`src/rtl/usb_rx_pingpong.sv`:
```
module usb_rx_pingpong #(
  parameter int PKT_MAX = 64,
  parameter int DW      = 8
) (
  input  logic                           clk,
  input  logic                           rst_n,
  input  logic                           clr,
  input  logic                           wr_valid,
  input  logic [DW-1:0]                  wr_data,
  input  logic                           pkt_good,
  input  logic                           pkt_bad,
  output logic                           busy,
  input  logic                           rd_en,
  input  logic                           rd_done,
  output logic [DW-1:0]                  rd_data,
  output logic                           full,
  output logic [$clog2(PKT_MAX+1)-1:0]   rx_size,
  output logic                           dma_req
);
  localparam int AW = $clog2(PKT_MAX);
  localparam int CW = $clog2(PKT_MAX + 1);

  logic [DW-1:0] mem [2*PKT_MAX];
  logic [1:0]    cmt;
  logic [CW-1:0] cnt [2];
  logic          wbank, rbank;
  logic [CW-1:0] wr_ptr, rd_ptr;

  wire wr_free = !cmt[wbank];
  wire wr_take = wr_valid && wr_free && !pkt_good && !pkt_bad && !clr
                 && (wr_ptr < CW'(PKT_MAX));
  wire rd_step = rd_en && dma_req;

  assign full    = cmt[rbank];
  assign busy    = cmt[wbank];
  assign dma_req = cmt[rbank] && (rd_ptr < cnt[rbank]);
  assign rx_size = full ? cnt[rbank] : '0;
  assign rd_data = mem[{rbank, rd_ptr[AW-1:0]}];

  always_ff @(posedge clk)
    if (wr_take) mem[{wbank, wr_ptr[AW-1:0]}] <= wr_data;

  always_ff @(posedge clk or negedge rst_n) begin
    if (!rst_n) begin
      cmt    <= '0;
      wbank  <= 1'b0;
      rbank  <= 1'b0;
      wr_ptr <= '0;
      rd_ptr <= '0;
      for (int b = 0; b < 2; b++) cnt[b] <= '0;
    end else if (clr) begin
      cmt    <= '0;
      wbank  <= 1'b0;
      rbank  <= 1'b0;
      wr_ptr <= '0;
      rd_ptr <= '0;
      for (int b = 0; b < 2; b++) cnt[b] <= '0;
    end else begin
      if (wr_take) wr_ptr <= wr_ptr + 1'b1;
      if (pkt_bad) begin
        wr_ptr <= '0;
      end else if (pkt_good && wr_free) begin
        cmt[wbank] <= 1'b1;
        cnt[wbank] <= wr_ptr;
        wbank      <= ~wbank;
        wr_ptr     <= '0;
      end
      if (rd_step) rd_ptr <= rd_ptr + 1'b1;
      if (rd_done && cmt[rbank]) begin
        cmt[rbank] <= 1'b0;
        rbank      <= ~rbank;
        rd_ptr     <= '0;
      end
    end
  end
endmodule

```
`config.mk`:
```
export PLATFORM = sky130hd
export DESIGN_NAME = usb_rx_pingpong
export DESIGN_NICKNAME = d
export VERILOG_FILES = /design/src/rtl/usb_rx_pingpong.sv
export SDC_FILE = /design/constraint.sdc
export NUM_CORES = 1
export LEC_CHECK = 0
export ABC_CLOCK_PERIOD_IN_PS = 6240
export BUFFER_PORTS_ARGS = -buffer_cell sky130_fd_sc_hd__buf_4
export CELL_PAD_IN_SITES_DETAIL_PLACEMENT = 1
export CELL_PAD_IN_SITES_GLOBAL_PLACEMENT = 2
export CORE_MARGIN = 1
export CORE_UTILIZATION = 54
export DETAILED_ROUTE_END_ITERATION = 16
export PLACE_DENSITY = 0.91
export SYNTH_ARGS = -nofsm -noshare
export SYNTH_HDL_FRONTEND = slang
export SYNTH_SLANG_ARGS = --single-unit
```
`constraint.sdc`:
```
create_clock -name clk -period 6.24 [get_ports clk]
set_input_delay 0.312 -clock clk [delete_from_list [all_inputs] [get_ports clk]]
set_output_delay 0.312 -clock clk [all_outputs]
set_load 0.005 [all_outputs]
```
# Yosys cells after proc, flatten, opt, wreduce, memory -nomap -nowiden
# Memories as Yosys holds them, arrays and structs flattened.
# Cells that the tools add are included.
# totals
wordCells	85
latch_bits	0
out_inout_bits	18
mem_bits_rw	1024
inputBits	16
n_memories	1
register_bits	32
mem_bits_ro	0
# classes
shift	0
n_reduce_logical	21
n_lt_le_gt_ge	9
mux	37
eq_ne	1
n_bitwise	7
mul	0
n_addsub	2
div_mod_pow	0
# memory_table
memory	depth	width	read_ports	rd_clocked_by_memory_dff	wr	line	text
mem	128	8	1	0	1	23	logic [DW-1:0] mem [2*PKT_MAX];
# op_table
op	n
two-way mux 7 bit	12
two-way mux 14 bit	3
adder 7 x 1 -> 7 bit, second input constant	2
bitwise mux 14 bit	1
two-way mux 1 bit	13
logical AND 1 bit	12
two-way mux 2 bit	5
demux 7 bit (select 1 bit)	1
less-than comparator 7 bit	1
less-than comparator 7 bit, second input constant	1
greater-or-equal comparator 2 bit, second input constant	2
logical NOT 1 bit	4
less-than comparator 1 x 2 -> 1 bit, second input constant	2
inverter 1 -> 2 bit	2
nonzero test 2 bit	2
nonzero test 4 bit	1
nonzero test 3 bit	1
AND 2 bit	1
demux 1 bit (select 1 bit)	2
greater-or-equal comparator 1 bit, second input constant	2
less-than comparator 2 x 1 -> 1 bit, second input constant	1
inequality test 2 bit, second input constant	1
inverter 1 bit	2
inverter 2 bit	1
2 further kinds	2

# Longest topological paths before layout
# depth
ltp_word	12
depth_mapped	10
depth_no_buf	7

# Least setup slack after synthesis
# No wires, ideal clock.
# synth_path
path_type	register to register
startpoint	register cmt[1]
endpoint	memory mem[72][0], enable pin
period_less_slack_ns	2.647
setup_time_ns	0.395
arrival_time_ns	2.252
path_slack_ns	3.593
path_buffers	2
path_stages_with_launch	7
required_time_ns	5.845
path_cell_list	dfrtp_1 mux2i_1 and3_1 clkbuf_1 buf_2 nand3_1 nor4_1
# synth_via
elab_chain_cells	10
# synth_rtl
element	line	text
from (decl)	24	logic [1:0] cmt;
from (signal assigned)	45	cmt <= '0;
from (signal assigned)	52	cmt <= '0;
from (signal, indexed assignment)	63	cmt[wbank] <= 1'b1;
two-way mux 1 bit (not written as such) (2 in a row)	29	wire wr_free = !cmt[wbank];
logical NOT 1 bit	29	
logical AND 1 bit (4 in a row)	30	wire wr_take = wr_valid && wr_free && !pkt_good && !pkt_bad && !clr
logical AND 1 bit	31	&& (wr_ptr < CW'(PKT_MAX));
two-way mux 1 bit	41	if (wr_take) mem[{wbank, wr_ptr[AW-1:0]}] <= wr_data;
two-way mux 1 bit (not written as such)	41	
to (decl)	23	
# No other way between the ends. The select of a mux whose other input is x is not followed.

# Worst setup path after layout
# layout_path
startpoint	register rd_ptr[0]
endpoint	output rd_data[3]
# layout_via
elab_chain_cells	1
# layout_rtl
element	line	text
from (decl)	27	logic [CW-1:0] wr_ptr, rd_ptr;
from (signal assigned)	68	if (rd_step) rd_ptr <= rd_ptr + 1'b1;
memory read (128 x 8 bit)	-	
to (decl)	15	output logic [DW-1:0] rd_data,
# No other way between the ends.

==> flow_metrics.env <==
export IMPL_outcome="finished clean"
export IMPL_diodes=0
export IMPL_drive_gt1_share_pct=18.7
export IMPL_rows=101
export IMPL_numCtsBuffers=101
export IMPL_fin_cells=3271
export IMPL_synth_commonest_cells="1,024 x edfxtp_1, 193 x mux4_2, 158 x nor2_1"
export IMPL_dr_first_iter_drc_count=3116
export IMPL_synth_top_cell_by_area="edfxtp_1"
export IMPL_yosys_area_share_adder_pct=0.241
export IMPL_htree_levels=3
export IMPL_grt_setup_unrepaired="false"
export IMPL_final_util_pct=60.5
export IMPL_grt_use_total_pct=29.4
export IMPL_synth_edf_count=1024
export IMPL_grt_pass1_wl_um=163000
export IMPL_synth_warnings=0
export IMPL_final_setup_worst_slack_ns=0.872
export IMPL_synth_async_reset_ratio_pct=3.03
export IMPL_antenna_left=0
export IMPL_wl_per_cell_um=34.7
export IMPL_max_slew_margin_pct=5.39
export IMPL_powerDensity_nw_per_um2=305
export IMPL_synth_area_mux_share_pct=14.4
export IMPL_crit_start="rd_ptr[0]"
export IMPL_gp_congestion=0.843
export IMPL_avgSynthCellArea_um2=19.8
export IMPL_rr_startpoint="wbank"
export IMPL_overflow=0
export IMPL_yosysSeqAreaShare_pct=75.9
export IMPL_io_buffer_count=33
export IMPL_coreArea_um2=76100
export IMPL_ios=34
export IMPL_synth_area_leaders="edfxtp_1 74%, mux4_2 10%, mux2i_1 3.6%"
export IMPL_placedCellCount=3080
export IMPL_postLayoutCellArea_um2=46100
export IMPL_synthesis_area_um2=41600
export IMPL_hpwl_um=67200
export IMPL_cts_sink_count=1056
export IMPL_worstHoldStart="wr_data[4]"
export IMPL_clock_latency_ns=0.68
export IMPL_start_kind="flop"
export IMPL_route_detailed_drc=0
export IMPL_syn_num_nets=2123
export IMPL_cts_max_path_buffers=3
export IMPL_die_area_um2=78100
export IMPL_grt_start_max_net_pins=110
export IMPL_period_minus_slack_ns=5.37
export IMPL_p_total_mw=14.1
export IMPL_placed_cell_area_um2=42800
export IMPL_crit_fanout=53
export IMPL_clk_pin_slew_ns=0.06
export IMPL_timing_fmax_mhz=186
export IMPL_criticalPathCategory="reg2out"
export IMPL_cts_tree="built"
export IMPL_final_setup_tns_ns=0
export IMPL_finalSetupViolCount=0
export IMPL_viasPerCell=6.72
export IMPL_slew_violations=0
export IMPL_die_width_um=279
export IMPL_antenna_found_initial=2
export IMPL_period_share_pct=86.0
export IMPL_ys_types=63
export IMPL_vias=21984
export IMPL_multiInputGateArea_um2=9290
export IMPL_dp_slack_ns=1.71
export IMPL_synthSimpleGateAreaFrac_pct=3.20
export IMPL_cap_violations=0
export IMPL_synth_compound_area_share_pct=4.34
export IMPL_crit_path_end_kind="output port"
export IMPL_wirelength_um=114000
export IMPL_ir_drop_mv=0.263
export IMPL_dr_pass1_iters=6
export IMPL_synth_xor_xnor_area_share_pct=0.0843
export IMPL_syn_inst=2099
export IMPL_synth_seq_cells=1056
export IMPL_fillCellCount=6398
export IMPL_synth_top_family_by_area="multiplexers"
export IMPL_seq_area_um2=31600
export IMPL_die_y_um=279
export IMPL_post_cts_buffers=0
export IMPL_tightestPinTransition_ns=1.42
export IMPL_root_buffer="clkbuf_16"
export IMPL_start_util_pct=54.6
export IMPL_hold_class="in2reg"
export IMPL_grt_pass1_vias=22986
export IMPL_area_delta_synth_final_pct=10.8
export IMPL_cp_required_ns=5.93
export IMPL_finalHoldViolCount=0
export IMPL_holdWs_ns=0.0619
export IMPL_nets=2181
export IMPL_synthFlopType="edfxtp_1"
export IMPL_worstPathArrival_ns=5.06
export IMPL_yosys_area_top_type_share_pct=74.0
export IMPL_finalClockSkew_ns=0.0347
export IMPL_yosysMostFrequentCell="edfxtp_1"
export IMPL_leakage_nw=13.9
-- final cells by class --
class / count / share of cell area, %
Sequential cell: 1056 / 68.5
Multi-Input combinational cell: 911 / 20.2
Clock buffer: 139 / 6.00
Tap cell: 1030 / 2.80
Timing Repair Buffer: 79 / 1.47
Clock inverter: 48 / 0.983
Inverter: 8 / 0.0652
-- registers in the layout (all words and copies together), names as in the netlist --
name,count
mem,1024
cnt,14
rd_ptr,7
wr_ptr,7
cmt,2
rbank,1
wbank,1
-- where the power goes --
| group | total (mW) | internal [mW] | leakage (nW) | switching [mW] |
|---|---|---|---|---|
| Combinational | 0.196 | 0.0294 | 2.68 | 0.167 |
| Sequential | 7.78 | 7.78 | 9.64 | 0.00611 |
| Clock | 6.08 | 3.43 | 1.56 | 2.65 |
-- layout by cell type, fill, tap and decap left out, types with 10 or more instances in the layout --
| cell | instances |
|---|---|
| dfrtp_1 | 30 |
| a22oi_1 | 54 |
| edfxtp_1 | 1024 |
| buf_4 | 69 |
| a21oi_1 | 43 |
| a22o_1 | 17 |
| mux2i_1 | 151 |
| clkbuf_1 | 32 |
| nand3_1 | 19 |
| nand4_1 | 10 |
| o221ai_1 | 21 |
| clkinv_1 | 25 |
| clkbuf_16 | 104 |
| nor2_1 | 157 |
| nand2_1 | 59 |
| a211oi_1 | 34 |
| o21ai_0 | 12 |
| mux4_2 | 193 |
-- worst paths after layout --
path	cells after the start	slack [ns]	endpoint
min in group asynchronous	2	0.17	rd_ptr[3]
hold reg to reg	2	0.53	cnt[7]
max in group asynchronous	2	5.70	rd_ptr[0]
setup / recovery	8	0.87	rd_data[3]
setup reg to reg	4	2.00	mem[113][0]
hold / removal	1	0.06	mem[87][4]
-- routing by layer --
metal | vias up | part of all wire (%) | track usage (%)
met2 | 1301 | 50 | 49.4
met3 | 290 | 8.8 | 5.21
met1 | 11599 | 37 | 38.1
met5 | - | 0.021 | 0
met4 | 4 | 4.3 | 12.4
li1 | 8790 | - | -
-- logic make-up after synthesis --
kind of cell             after synthesis
AO/OA/AOI/OAI                        246
XOR/XNOR                               4
adder cells (fa/ha/maj)                8
buffers and inverters                132
flip-flops                          1056
multiplexers                         354
AND/OR/NAND/NOR                      299
-- worst max-delay path: stages, from the launching register on --
cell and delay [ns]:
dfrtp_4 1.02, buf_12 0.44, buf_12 0.33, nand3_1 0.55, o22ai_1 0.46, a211oi_1 0.10
a211oi_1 0.81, o32a_1 0.37, buf_4 0.14
-- what timing repair did --
| action | 4_1_cts | 5_1_grt |
|---|---|---|
| hold buffers | 4 | 0 |
| endpoints found under the hold margin | 48 | 0 |
| gates resized for setup | 0 | 0 |
(Power assumes the default switching activity.)
